[config.mk]
export PLATFORM = sky130hd
export DESIGN_NAME = tick_timer
export DESIGN_NICKNAME = d
export VERILOG_FILES = /design/src/rtl/tmr_pkg.sv /design/src/rtl/tmr_dp.sv /design/src/rtl/tmr_ctrl.sv /design/src/rtl/tick_timer.sv
export SDC_FILE = /design/constraint.sdc
export NUM_CORES = 1
export LEC_CHECK = 0
export ABC_AREA = 1
export BUFFER_PORTS_ARGS = -buffer_cell sky130_fd_sc_hd__buf_2
export CORE_UTILIZATION = 35
export DETAILED_ROUTE_END_ITERATION = 7
export GPL_ROUTABILITY_DRIVEN = 0
export SLEW_MARGIN = 20
export SYNTH_ARGS = -nofsm -noshare
export SYNTH_HDL_FRONTEND = slang
export SYNTH_SLANG_ARGS = --single-unit
export TNS_END_PERCENT = 30
[constraint.sdc]
create_clock -name clk -period 2.6 [get_ports clk]
set_input_delay 0.39 -clock clk [delete_from_list [all_inputs] [get_ports clk]]
set_output_delay 0.39 -clock clk [all_outputs]
set_load 0.05 [all_outputs]
[src/rtl/tmr_pkg.sv]
package tmr_pkg;
  parameter int CNT_W = 32;
  parameter int PRE_W = 8;
  parameter int NCH   = 4;

  localparam int A_CTRL = 0;
  localparam int A_CNT  = 1;
  localparam int A_EN   = 2;
  localparam int A_FLG  = 3;
  localparam int A_CMP0 = 4;
  localparam int ADDR_W = $clog2(A_CMP0 + NCH);

  localparam int B_RUN  = 0;
  localparam int B_FRZ  = 1;
  localparam int B_PRE  = 8;

  // Strobes and settings passed from the control to the datapath
  typedef struct packed {
    logic             run;
    logic             freezeEn;
    logic [PRE_W-1:0] presc;
    logic             cntLoad;
    logic [CNT_W-1:0] loadVal;
  } ctlStrobe_t;
endpackage

[src/rtl/tmr_dp.sv]
module tmr_dp
  import tmr_pkg::*;
(
  input  logic                      clk,
  input  logic                      rstN,
  input  ctlStrobe_t                strb,
  input  logic                      dbgHalt,
  input  logic [NCH-1:0][CNT_W-1:0] cmpVal,
  output logic [CNT_W-1:0]          count,
  output logic                      tick,
  output logic [NCH-1:0]            hit
);
  logic [PRE_W-1:0] div;
  logic [CNT_W-1:0] nextCnt;
  logic             frozen;

  assign frozen  = strb.freezeEn && dbgHalt;
  // >= so that lowering the prescale while running ticks at once
  assign tick    = strb.run && !frozen && (div >= strb.presc);
  assign nextCnt = count + CNT_W'(1);

  always_ff @(posedge clk or negedge rstN) begin
    if (!rstN) begin
      div <= '0;
    end else if (!strb.run) begin
      div <= '0;
    end else if (!frozen) begin
      div <= tick ? '0 : div + PRE_W'(1);
    end
  end

  always_ff @(posedge clk or negedge rstN) begin
    if (!rstN) begin
      count <= '0;
    end else if (strb.cntLoad) begin
      count <= strb.loadVal;
    end else if (tick) begin
      count <= nextCnt;
    end
  end

  // One comparator per channel, against the value the counter is about to take
  for (genvar i = 0; i < NCH; i++) begin : g_cmp
    assign hit[i] = tick && (nextCnt == cmpVal[i]);
  end
endmodule

[src/rtl/tmr_ctrl.sv]
module tmr_ctrl
  import tmr_pkg::*;
(
  input  logic                      clk,
  input  logic                      rstN,
  input  logic                      wrEn,
  input  logic [ADDR_W-1:0]         addr,
  input  logic [CNT_W-1:0]          wrData,
  input  logic [CNT_W-1:0]          count,
  input  logic [NCH-1:0]            hit,
  output ctlStrobe_t                strb,
  output logic [NCH-1:0][CNT_W-1:0] cmpVal,
  output logic [NCH-1:0]            chEn,
  output logic [NCH-1:0]            flags,
  output logic [CNT_W-1:0]          rdData
);
  logic             runQ;
  logic             frzQ;
  logic [PRE_W-1:0] preQ;
  logic [NCH-1:0]   setV;
  logic [NCH-1:0]   clrV;

  always_ff @(posedge clk or negedge rstN) begin
    if (!rstN) begin
      runQ   <= 1'b0;
      frzQ   <= 1'b0;
      preQ   <= '0;
      chEn   <= '0;
      cmpVal <= '0;
    end else if (wrEn) begin
      if (addr == ADDR_W'(A_CTRL)) begin
        runQ <= wrData[B_RUN];
        frzQ <= wrData[B_FRZ];
        preQ <= wrData[B_PRE +: PRE_W];
      end
      if (addr == ADDR_W'(A_EN)) chEn <= wrData[NCH-1:0];
      for (int i = 0; i < NCH; i++) begin
        if (addr == ADDR_W'(A_CMP0 + i)) cmpVal[i] <= wrData;
      end
    end
  end

  // Sticky flags: a new match wins over a clear in the same cycle
  assign setV = hit & chEn;
  assign clrV = (wrEn && addr == ADDR_W'(A_FLG)) ? wrData[NCH-1:0] : '0;

  always_ff @(posedge clk or negedge rstN) begin
    if (!rstN) flags <= '0;
    else       flags <= (flags & ~clrV) | setV;
  end

  always_comb begin
    strb.run      = runQ;
    strb.freezeEn = frzQ;
    strb.presc    = preQ;
    strb.cntLoad  = wrEn && (addr == ADDR_W'(A_CNT)) && !runQ;
    strb.loadVal  = wrData;
  end

  always_comb begin
    rdData = '0;
    case (addr)
      ADDR_W'(A_CTRL): begin
        rdData[B_RUN]           = runQ;
        rdData[B_FRZ]           = frzQ;
        rdData[B_PRE +: PRE_W]  = preQ;
      end
      ADDR_W'(A_CNT): rdData = count;
      ADDR_W'(A_EN):  rdData[NCH-1:0] = chEn;
      ADDR_W'(A_FLG): rdData[NCH-1:0] = flags;
      default: begin
        for (int i = 0; i < NCH; i++) begin
          if (addr == ADDR_W'(A_CMP0 + i)) rdData = cmpVal[i];
        end
      end
    endcase
  end
endmodule

[src/rtl/tick_timer.sv]
module tick_timer
  import tmr_pkg::*;
(
  input  logic              clk,
  input  logic              rstN,
  input  logic              wrEn,
  input  logic [ADDR_W-1:0] addr,
  input  logic [CNT_W-1:0]  wrData,
  output logic [CNT_W-1:0]  rdData,
  input  logic              dbgHalt,
  output logic [NCH-1:0]    irq
);
  ctlStrobe_t                strb;
  logic [NCH-1:0][CNT_W-1:0] cmpVal;
  logic [NCH-1:0]            chEn;
  logic [NCH-1:0]            flags;
  logic [NCH-1:0]            hit;
  logic [CNT_W-1:0]          count;
  logic                      tick;

  tmr_ctrl u_ctrl (
    .clk(clk), .rstN(rstN), .wrEn(wrEn), .addr(addr), .wrData(wrData),
    .count(count), .hit(hit), .strb(strb), .cmpVal(cmpVal), .chEn(chEn),
    .flags(flags), .rdData(rdData)
  );

  tmr_dp u_dp (
    .clk(clk), .rstN(rstN), .strb(strb), .dbgHalt(dbgHalt),
    .cmpVal(cmpVal), .count(count), .tick(tick), .hit(hit)
  );

  assign irq = flags;
endmodule

# == Word-level counts from Yosys, hierarchy flattened ==
# Cells that the tools add are included.
# classes
addsub,2
n_mul,0
n_div,0
n_lt_le_gt_ge,1
eq_ne,12
shift,0
muxes,15
bitwise_logic,4
reduce_logical,22
# ops
cell,count
$mux W32,6
$eq A32 B32 Y1,4
$add A32 B1 Y32 const B,1
$pmux W16 S2,1
$mux W8,3
$pmux W8 S3,1
$pmux W2 S4,2
$eq A3 B3 Y1 const B,4
$reduce_and A2 Y1,6
$logic_and A1 B1 Y1,10
$add A8 B1 Y8 const B,1
$and A4 B4 Y4,2
$ge A8 B8 Y1,1
$pmux W4 S2,1
$eq A3 B2 Y1 const B,2
$mux W4,1
$not A4 Y4,1
$or A4 B4 Y4,1
$eq A3 B1 Y1 const B,1
$logic_not A3 Y1,1
$reduce_or A3 Y1,1
$logic_not A1 Y1,2
$ne A2 B2 Y1 const B,1
$reduce_bool A2 Y1,1
$reduce_or A2 Y1,1
# totals
reg_bits,186
latchBits,0
mem_bits_rw,0
mem_bits_ro,0
out_inout_bits,36
memories,0

# == Depth between registers and ports, before layout ==
# logic_depth
depth_word,7
ltp_mapped,15
mapped_depth_nobuf,15

# == By module ==
# A second synthesis with hierarchy kept.
# unflattened
cells_unflattened,1940
area_unflattened_um2,13053.8
# modules_own_cells
module,n_inst,cells_each,area_each_um2,seq_area_each_um2
tmr_ctrl,1,938,7552.2,3653.5
tmr_dp,1,1002,5501.5,1001.0

# == Worst setup path before layout ==
# No wires, ideal clock.
# synth_timing
path_kind,input-to-output
startpoint,in addr[0]
endpoint,out rdData[5]
t_arrival_ns,2.172
required_time_ns,2.210
path_slack_ns,0.038
stages,7
path_buffers,1
cell_sequence,inv_1 -> nor2_1 -> inv_1 -> nor2_1 -> clkinv_1 -> clkbuf_1 -> o2111ai_1
# synth_via
elab_chain_cells,6
elab_cells_between_ends,14
cone_classes,7 x eq/ne; 5 x mux; 2 x reduce/logical
# synth_lines
element,line,rtl
from (decl),tick_timer.sv:7,"input logic [ADDR_W-1:0] addr,"
$eq A3 B3 Y1,tmr_ctrl.sv:73,if (addr == ADDR_W'(A_CMP0 + i)) rdData = cmpVal[i];
$mux W32 (4 in series),tmr_ctrl.sv:73,
$pmux W4 S2 *,tmr_ctrl.sv:62,case (addr)
to (decl),tick_timer.sv:9,"output logic [CNT_W-1:0] rdData,"
# Every way passes the cells marked *; elsewhere a longest branch is shown, timed or not.

# == Final worst setup path ==
# layout_timing
startpoint,in addr[0]
endpoint,out rdData[21]
# layout_via
elab_chain_cells,6
elab_cells_between_ends,14
cone_classes,7 x eq/ne; 5 x mux; 2 x reduce/logical
# layout_lines
element,line
$eq A3 B3 Y1,tmr_ctrl.sv:73
$mux W32 (4 in series),tmr_ctrl.sv:73
$pmux W16 S2 *,tmr_ctrl.sv:62
# Marks and branches as above.

==> impl_metrics.env <==
export IMPL_ctsLongestPathBuffers=2
export IMPL_setup_viol=0
export IMPL_synthMuxAreaShare=0
export IMPL_synth_main_ff_cell="dfrtp_1"
export IMPL_r2r_slack_ps=110
export IMPL_vias=12639
export IMPL_clkLatencyLatePin_ps=460
export IMPL_period_share=0.963
export IMPL_synth_async_reset_ratio=1.00
export IMPL_numPortBuffers=74
export IMPL_rows=66
export IMPL_start_kind="input port"
export IMPL_rsz0062_at_grt="yes"
export IMPL_fp_dieH_um=185
export IMPL_dieWidth_um=185
export IMPL_tns_ps=0
export IMPL_wl_per_cell_um=20.0
export IMPL_hold_ws_ps=187
export IMPL_synth_area_per_cell_um2=6.83
export IMPL_worstPathRequired_ps=2210
export IMPL_synth_simple_gate_area_share=0.340
export IMPL_ys_ff_latch=186
export IMPL_critical_path_endpoint="rdData[21]"
export IMPL_initial_core_util=0.359
export IMPL_worstSetupEndpointType="output port"
export IMPL_drt_iter0_drc=1293
export IMPL_p_per_area_nw_per_um2=906
export IMPL_synth_adder_area_share=0.0106
export IMPL_drc=0
export IMPL_syn_to_final_growth_pct=16.8
export IMPL_dieArea_um2=34400
export IMPL_post_dp_hpwl_mm=34.0
export IMPL_crit_type="input port to output port"
export IMPL_worstPathMaxFanout=11
export IMPL_fill_cells=3428
export IMPL_synth_compound_area_share=0.158
export IMPL_finalWirelength_mm=45.9
export IMPL_timing_rr_start="u_dp.count[5]"
export IMPL_critPathLaunch="addr[0]"
export IMPL_status="complete, no violations"
export IMPL_final_max_slew_viol_count=0
export IMPL_critPathArrivalTime_ps=2110
export IMPL_h_tree_depth=4
export IMPL_synthTopCellsByArea="dfrtp_1 40%, nand2_1 18%, o21ai_0 7.1%"
export IMPL_synth_edf_count=0
export IMPL_yosys_top_cells_count="573 x nand2_1, 209 x inv_1, 186 x dfrtp_1, 166 x o21ai_0, 146 x nand3_1"
export IMPL_synth_top_family_by_area="simple AND/OR/NAND/NOR gates"
export IMPL_synthXorXnorAreaFrac=0.0112
export IMPL_hold_viol=0
export IMPL_post_cts_buffers=0
export IMPL_yosysWarnings=0
export IMPL_grt_max_degree=65
export IMPL_crit_path_top_delay_cell="inv_1"
export IMPL_antenna_found_initial=0
export IMPL_ir_drop_mv=0.499
export IMPL_seq_area_um2=4650
export IMPL_grt_pass1_vias=11894
export IMPL_clkTransAtPathRegs_ps=70
export IMPL_critical_path_max_stage_delay_ps=340
export IMPL_netlist_area_leader_share=0.395
export IMPL_layout_drive_gt1_share=0.120
export IMPL_ys_types=37
export IMPL_grt_usage=0.276
export IMPL_numCtsBuffers=17
export IMPL_yosys_cell_count_top_type="nand2_1"
export IMPL_skew_ps=15.1
export IMPL_path_cells="buf_2 > inv_1 > nor2_1 > inv_1 > nor2_1 > inv_1 > buf_4 > o221ai_1 > buf_2"
export IMPL_synth_top_cell_by_area="dfrtp_1"
export IMPL_r2r_end="u_ctrl.flags[0]"
export IMPL_synth_nets=1773
export IMPL_detail_route_antenna_nets=0
export IMPL_ios=75
export IMPL_crit_top_cell="inv_1"
export IMPL_fin_crit_ps=2500
export IMPL_grt_pass1_wl_mm=70.3
export IMPL_multiInputGateArea_um2=6150
export IMPL_cts_root_buf="clkbuf_16"
export IMPL_synthCells=1724
export IMPL_r2r_cells=11
export IMPL_cts_tree="done"
export IMPL_gr_total_overflow=0
export IMPL_first_pass_iters=6
export IMPL_holdCritPathClass="input port to flip-flop"
export IMPL_leakage_nw=6.72
export IMPL_final_nets=1886
export IMPL_clock_sinks=186
export IMPL_ys_seq_area_frac=0.395
export IMPL_maxCapViolations=0
export IMPL_core_area_um2=32800
export IMPL_relSlewSlack=0.516
export IMPL_worst_slew_pin_slew_ps=725
export IMPL_viasPerCell=5.51
export IMPL_max_freq_mhz=399
export IMPL_syn_area_um2=11800
export IMPL_n_antenna_cell=0
## how the worst min path moves through the flow
| stage | from | to | slack [ps] | depth (start not counted) |
|---|---|---|---|---|
| finish | wrData[23] | u_dp.count[23] | 190 | 3 |
| global route | wrData[23] | u_dp.count[23] | 200 | 3 |
| CTS | wrData[23] | u_dp.count[23] | 180 | 3 |
| detailed placement | rstN | u_ctrl.cmpVal[58] | 410 | 1 |
| global placement | rstN | u_ctrl.cmpVal[58] | 410 | 1 |
| floorplan | rstN | u_ctrl.chEn[0] | 90 | 0 |
## critical path, delay by kind of cell
| family | cells | cell delay [ps] |
|---|---|---|
| and+or+nand+nor | 2 | 220 |
| AOI/OAI and AO/OA | 1 | 290 |
| buffers and inverters | 6 | 1210 |
## through the flow
| step | instances | setup WS [ps] | instance area [um2] | utilization | power [mW] |
|---|---|---|---|---|---|
| after global routing | 2292 | -17.9 | 13700 | 0.419 | 13.2 |
| after CTS | 2292 | 88.5 | 13700 | 0.419 | 12.3 |
| final | 2292 | 96.2 | 13700 | 0.419 | 12.5 |
| after detailed placement | 2259 | 87.8 | 13200 | 0.402 | 9.73 |
| after floorplan | 1724 | 37.9 | 11800 | - | 7.72 |
| after global placement | 2259 | 127 | 13200 | 0.402 | 9.68 |
## layer usage
| layer | wire length (um) | share of wire | GRT usage | up-vias |
|---|---|---|---|---|
| met4 | 1980 | 0.043 | 0.125 | 0 |
| met2 | 20200 | 0.44 | 0.428 | 631 |
| li1 | - | - | - | 5908 |
| met3 | 4090 | 0.089 | 0.0604 | 138 |
| met1 | 19600 | 0.43 | 0.366 | 5962 |
| met5 | 0 | 0 | 0 | - |
## placed cells by master, fill, tap and decap left out, types with 7 or more instances in the layout
cell type and n:
nor3_1 11, clkbuf_16 17, a22oi_1 7, nor2_2 9, nand2_2 21, xor2_1 14, nor2_1 124, nor2_4 7
buf_2 70, o21ai_0 166, inv_1 209, o2111ai_1 13, nand4_1 25, a221oi_1 10, nand3_1 146, o221ai_1 32
buf_4 64, dfrtp_1 186, buf_12 9, ha_1 10, o22ai_1 32, nand2_1 569, a21oi_1 38, nand3b_1 19
## logic make-up after synthesis
logic type / Yosys count
adder cells (fa/ha/maj): 10
XOR/XNOR: 15
AND/OR/NAND/NOR: 938
AO/OA/AOI/OAI: 312
flip-flops: 186
buffers and inverters: 263
## what timing repair did
item / CTS / global route
resized for setup: 0 / 1
endpoints found under the setup margin: 0 / 3
hold endpoints to repair: 53 / 0
hold buffers: 1 / 0
## layout make-up
class / count / area share
sequential: 186 / 0.339
timing repair buffer: 145 / 0.0753
clock buffer: 21 / 0.0328
multi-input combinational: 1275 / 0.447
inverter: 212 / 0.0579
clock inverter: 11 / 0.00810
tap: 442 / 0.0402
## power by group
part | switching, mW | leakage, nW | internal [mW] | total [mW]
clock network | 1.25 | 0.257 | 1.36 | 2.61
logic | 3.76 | 4.12 | 1.73 | 5.48
registers | 0.805 | 2.34 | 3.56 | 4.36
## registers in the layout (all words and copies together) (netlist names)
signal,cells
u_ctrl.preQ,8
u_ctrl.chEn,4
u_dp.div,8
u_ctrl.flags,4
u_ctrl.frzQ,1
u_ctrl.cmpVal,128
u_dp.count,32
u_ctrl.runQ,1
Power figures use the tool's default switching activity.
